--- src/rtl/xmv_pkg.sv ---
package xmv_pkg;
  typedef enum logic {
    UOP_ALU = 1'b0,
    UOP_MOV = 1'b1
  } uop_kind_e;

  localparam int unsigned REG_W_DEF = 5;
  localparam int unsigned CNT_W_DEF = 2;
  localparam int unsigned REM_W_DEF = 8;
endpackage

--- src/rtl/xmv_clamp.sv ---
module xmv_clamp #(
  parameter int unsigned CNT_W = 2,
  parameter int unsigned REM_W = 8
) (
  input  logic [CNT_W-1:0] req,
  input  logic [REM_W-1:0] rem,
  output logic [CNT_W-1:0] cnt
);
  localparam int unsigned CW = (CNT_W > REM_W) ? CNT_W : REM_W;

  function automatic logic [CNT_W-1:0] clamp_min(input logic [CNT_W-1:0] n,
                                                 input logic [REM_W-1:0] r);
    logic [CW-1:0] nw;
    logic [CW-1:0] rw;
    nw = CW'(n);
    rw = CW'(r);
    return (rw < nw) ? CNT_W'(rw) : n;
  endfunction

  assign cnt = clamp_min(req, rem);
endmodule

--- src/rtl/xmv_ctrl.sv ---
module xmv_ctrl #(
  parameter int unsigned CNT_W = 2
) (
  input  logic             clk,
  input  logic             rst_n,
  input  logic             in_valid,
  input  logic             out_ready,
  input  logic [CNT_W-1:0] cnt_in,
  output logic             busy,
  output logic [CNT_W-1:0] step,
  output logic [CNT_W-1:0] cnt_q,
  output logic             accept,
  output logic             take,
  output logic             final_take
);
  assign accept     = in_valid && !busy;
  assign take       = busy && out_ready;
  assign final_take = take && (step == cnt_q);

  always_ff @(posedge clk) begin
    if (!rst_n) begin
      busy  <= 1'b0;
      step  <= '0;
      cnt_q <= '0;
    end else if (accept) begin
      busy  <= 1'b1;
      step  <= '0;
      cnt_q <= cnt_in;
    end else if (final_take) begin
      busy  <= 1'b0;
    end else if (take) begin
      step  <= step + 1'b1;
    end
  end
endmodule

--- src/rtl/xmv_route.sv ---
module xmv_route
  import xmv_pkg::*;
#(
  parameter int unsigned REG_W        = 5,
  parameter int unsigned CNT_W        = 2,
  parameter logic [REG_W-1:0] SPECIAL_BASE = 5'h1d,
  parameter logic [REG_W-1:0] DATA_REG     = 5'h1d,
  parameter logic [REG_W-1:0] ZERO_REG     = 5'h00
) (
  input  logic [CNT_W-1:0] step,
  input  logic [CNT_W-1:0] cnt,
  input  logic [REG_W-1:0] dst,
  input  logic [REG_W-1:0] src2,
  output uop_kind_e        kind,
  output logic [REG_W-1:0] udst,
  output logic [REG_W-1:0] usrc,
  output logic             last
);
  localparam logic [CNT_W-1:0] THREE  = CNT_W'(3);
  localparam logic [CNT_W-1:0] MIDDLE = CNT_W'(2);

  function automatic logic [REG_W-1:0] move_target(input logic [CNT_W-1:0] k,
                                                   input logic [CNT_W-1:0] m,
                                                   input logic [REG_W-1:0] d);
    if (d < SPECIAL_BASE)            return ZERO_REG;
    else if (m == THREE && k == MIDDLE) return d;
    else                             return DATA_REG;
  endfunction

  always_comb begin
    usrc = src2;
    last = (step == cnt);
    if (step == '0) begin
      kind = UOP_ALU;
      udst = dst;
    end else begin
      kind = UOP_MOV;
      udst = move_target(step, cnt, dst);
    end
  end
endmodule

--- src/rtl/xmove_sequencer.sv ---
module xmove_sequencer
  import xmv_pkg::*;
#(
  parameter int unsigned REG_W = 5,
  parameter int unsigned CNT_W = 2,
  parameter int unsigned REM_W = 8,
  parameter logic [REG_W-1:0] SPECIAL_BASE = 5'h1d,
  parameter logic [REG_W-1:0] DATA_REG     = 5'h1d,
  parameter logic [REG_W-1:0] ZERO_REG     = 5'h00
) (
  input  logic             clk,
  input  logic             rst_n,
  input  logic             in_valid,
  output logic             in_ready,
  input  logic [CNT_W-1:0] in_xmov,
  input  logic [REG_W-1:0] in_dst,
  input  logic [REG_W-1:0] in_src2,
  input  logic [REM_W-1:0] in_rem,
  output logic             out_valid,
  input  logic             out_ready,
  output logic             out_is_mov,
  output logic [REG_W-1:0] out_dst,
  output logic [REG_W-1:0] out_src,
  output logic             out_last
);
  // named events for the checker
  logic             accept_w;
  logic             take_w;
  logic             final_take_w;
  logic             busy_w;
  logic [CNT_W-1:0] step_w;
  logic [CNT_W-1:0] cnt_q_w;
  logic [CNT_W-1:0] clamped_w;

  logic [REG_W-1:0] dst_q;
  logic [REG_W-1:0] src2_q;
  uop_kind_e        kind_w;

  xmv_clamp #(.CNT_W(CNT_W), .REM_W(REM_W)) u_clamp (
    .req (in_xmov),
    .rem (in_rem),
    .cnt (clamped_w)
  );

  xmv_ctrl #(.CNT_W(CNT_W)) u_ctrl (
    .clk        (clk),
    .rst_n      (rst_n),
    .in_valid   (in_valid),
    .out_ready  (out_ready),
    .cnt_in     (clamped_w),
    .busy       (busy_w),
    .step       (step_w),
    .cnt_q      (cnt_q_w),
    .accept     (accept_w),
    .take       (take_w),
    .final_take (final_take_w)
  );

  always_ff @(posedge clk) begin
    if (!rst_n) begin
      dst_q  <= '0;
      src2_q <= '0;
    end else if (accept_w) begin
      dst_q  <= in_dst;
      src2_q <= in_src2;
    end
  end

  xmv_route #(
    .REG_W(REG_W), .CNT_W(CNT_W), .SPECIAL_BASE(SPECIAL_BASE),
    .DATA_REG(DATA_REG), .ZERO_REG(ZERO_REG)
  ) u_route (
    .step (step_w),
    .cnt  (cnt_q_w),
    .dst  (dst_q),
    .src2 (src2_q),
    .kind (kind_w),
    .udst (out_dst),
    .usrc (out_src),
    .last (out_last)
  );

  assign in_ready   = !busy_w;
  assign out_valid  = busy_w;
  assign out_is_mov = (kind_w == UOP_MOV);
endmodule

--- config.mk ---
export PLATFORM = sky130hd
export DESIGN_NAME = xmove_sequencer
export DESIGN_NICKNAME = d
export VERILOG_FILES = /design/src/rtl/xmv_pkg.sv /design/src/rtl/xmv_clamp.sv /design/src/rtl/xmv_ctrl.sv /design/src/rtl/xmv_route.sv /design/src/rtl/xmove_sequencer.sv
export SDC_FILE = /design/constraint.sdc
export NUM_CORES = 1
export LEC_CHECK = 0
export BUFFER_PORTS_ARGS = -buffer_cell sky130_fd_sc_hd__buf_2
export CORE_UTILIZATION = 39
export DETAILED_ROUTE_END_ITERATION = 16
export GPL_ROUTABILITY_DRIVEN = 0
export PLACE_DENSITY_LB_ADDON = 0.1
export SKIP_LAST_GASP = 1
export SLEW_MARGIN = 20
export SYNTH_ARGS = -nofsm -noshare
export SYNTH_HDL_FRONTEND = slang
export SYNTH_SLANG_ARGS = --single-unit
--- constraint.sdc ---
create_clock -name clk -period 1.6 [get_ports clk]
set_input_delay 0.32 -clock clk [delete_from_list [all_inputs] [get_ports clk]]
set_output_delay 0.32 -clock clk [all_outputs]
set_load 0.02 [all_outputs]
==> flow_summary.toml <==
[global_route]
grt_pass1_vias = 626
grt_pass1_wl_um = 2477
antenna_found_initial = 0
gr-usage-met1 = 0.2020
grtUsageMet2 = 0.2841
gr-total-overflow = 0
grt_max_degree = 15
grt.busiest_layer = "met2"
use_met3 = 0.03600
track_usage = 0.1699

[sta]
setup_viol = 4
fin_crit_ns = 1.646
finClkSkew_ns = 0.009529
rsz0062_at_grt = "true"
maxSlewViolCount = 0
fmax_mhz = 607.4
worst_slack_ns = -0.04640
hold_viol = 0
tns_ns = -0.1249
worstMarginPinSlew_ns = 0.3916
relSlewSlack = 0.7383
post-route-period-util = 1.029

[critical_path]
arrival_ns = 1.33
crit_fanout = 4
worst_ep_required_time_ns = 1.28
regToRegSetupSlack_ns = 0.36
r2r_cells = 5
reg2reg_to = "u_ctrl.step[1]"
reg2reg_from = "u_ctrl.step[0]"
crit_type = "reg -> out"
crit_path_end_kind = "output pin"
start_kind = "register"

[clock_tree]
cts_root_buf = "clkbuf_4"
cts_max_level = 1
clk_latency_ns = 0.28
ctsLongestPathBuffers = 2
path_clk_slew_ns = 0.08
clock-sinks = 15
numCtsBuffers = 3
cts_hold_buffers = 0
cts_tree = "done"

[job]
drv_cap = 0

[final_layout]
layout-drive-gt1-share = 0.4296
fin_cells = 160
area_growth_pct = 43.91
nets = 163
utilization = 0.6014
n_antenna_cell = 0

[routing]
drc_errors = 0
drt_iter0_drc = 9
wirelength_um = 1589
wire_per_inst_um = 9.931
first_pass_iters = 4
vias = 751
vias_per_cell = 4.694
antenna_left = 0

[worst_hold_path]
hold_start = "out_ready"
min_delay_path_depth = 2
worstHoldPathType = "in -> reg"
holdPathEnd = "u_ctrl.busy"

[synth]
synth.largest_area_cell = "dfxtp_1"
synth_fp_nets = 120
yosysWarnings = 0
seq_area_frac_synth = 0.4117
netlist_instances = 93
synth_cell_types = 23
syn_avg_cell_area_um2 = 7.844
synth_top_area_share = 0.4117
syn_area_um2 = 729.5
synthTopCellsByArea = "dfxtp_1, nand2_1, a21oi_1"
ys_ff_latch = 15

[floorplanning]
dieHeight_um = 45.25
rows = 15
coreArea_um2 = 1745
floorplan.initialDensity = 0.4179
die_x_um = 45.25
die_area_um2 = 2047
num_io_pins = 38

[pwr]
swShare = 0.2934
p_seq_frac = 0.511
cellPowerDensity_nw_per_um2 = 768.3
p_sw_uw = 236.6
ir_worst_vdd_mv = 0.3981
p_int_uw = 569.9
p_total_uw = 806.6
p_clk_frac = 0.261
power_frac_comb = 0.228
leakagePower_uw = 0.0005128

[placement]
dp.cells = 154
place_hpwl_um = 1238
port_buffers = 37
place_ws_ns = -0.1262

[run_status]
outcome = "finished with violations"
violations = "setup timing"
[metrics by stage]
stage / area [um2] / hold slack (ns)
6_report: 1050 / 0.2498
5_1_grt: 1050 / 0.2503
4_1_cts: 1035 / 0.2395
3_5_place_dp: 949.7 / 0.4496
3_3_place_gp: 949.7 / 0.4396
2_1_floorplan: 729.5 / 0.4273
[per-layer routing]
| layer | vias up | wire, um |
|---|---|---|
| li1 | 394 | - |
| met1 | 325 | 729 |
| met2 | 27 | 733 |
| met3 | 5 | 91 |
| met4 | 0 | 35 |
| met5 | - | 0 |
[cells in the mapped netlist]
master     n
dfxtp_1   15
a31oi_1    3
ha_1       3
nand2_1   23
o211a_1    1
nor2_1    11
nand4b_1   1
xnor2_1    1
nor2b_1    2
clkbuf_1   3
or3_1      1
mux2i_1    2
a211oi_2   1
nand3b_1   1
a21oi_2    1
xor2_1     2
o21ai_0    2
or4_4      1
inv_1      6
nand2b_2   1
nor3b_1    1
a21oi_1   10
o2111a_1   1
[what timing repair did]
item	CTS	global route
hold endpoints to repair	0	0
pin swaps	1	2
gates resized for setup	15	2
setup buffers	1	1
endpoints found under the setup margin	5	6
[power groups by stage]
stage / combinational [uW] / sequential [uW] / clock, uW
2_1_floorplan: 90.9 / 429 / 0
3_3_place_gp: 167 / 419 / 0
3_5_place_dp: 171 / 419 / 0
4_1_cts: 179 / 413 / 220
5_1_grt: 204 / 416 / 240
6_report: 184 / 412 / 210
[cells in the final DEF, fill, tap and decap left out, drive strengths merged]
cell,synthesis,routed
nand4b,1,1
or4,1,1
nor3b,1,1
or3,1,1
a211oi,1,1
o21ai,2,2
a31oi,3,3
inv,6,6
clkinv,0,1
xnor2,1,1
dfxtp,15,15
mux2i,2,2
buf,0,41
o211a,1,1
o2111a,1,1
xor2,2,2
nand2b,1,1
nand2,23,23
a21oi,11,11
nor2,11,11
ha,3,3
nand3b,1,1
nor2b,2,2
clkbuf,3,3
[cell type report]
class / instances / area [um2]
multi-input cells: 69 / 437.9
well taps: 25 / 31.28
clock inverters: 1 / 5.005
clock buffers: 3 / 22.52
fillers: 180 / 695.7
flip-flops and latches: 15 / 302.8
inverters: 6 / 22.52
repair buffers: 41 / 227.7
[worst max path at each step]
stage / start / endpoint / slack [ns] / cells after the start
final: u_ctrl.step[1] / out_dst[4] / -0.05 / 6
after global routing: u_ctrl.step[0] / out_dst[4] / -0.13 / 6
after CTS: u_ctrl.step[0] / out_dst[0] / -0.07 / 6
after detailed placement: in_xmov[1] / u_ctrl.cnt_q[1] / -0.13 / 7
after global placement: in_xmov[1] / u_ctrl.cnt_q[1] / -0.09 / 7
after floorplan: in_xmov[1] / u_ctrl.cnt_q[1] / 0.04 / 6
[critical path: stages, from the launching register on]
cell and delay [ns]:
dfxtp_2 0.35, inv_2 0.04, ha_4 0.17, a31oi_4 0.19, nor2_1 0.07, nor2_1 0.08, buf_4 0.14
[flip-flops by register name (all words and copies together) (netlist names)]
register      cells
u_ctrl.step       2
u_ctrl.cnt_q      2
dst_q             5
u_ctrl.busy       1
src2_q            5
[cells by family after synthesis]
kind of cell    after synthesis  synth area share
simple gates                 42            0.2607
compound gates               19            0.1664
flops                        15            0.4117
buf+inv                       9           0.04631
xor+xnor                      3           0.03603
fa+ha+maj                     3           0.05146
mux                           2           0.02745
(Power assumes the default switching activity.)
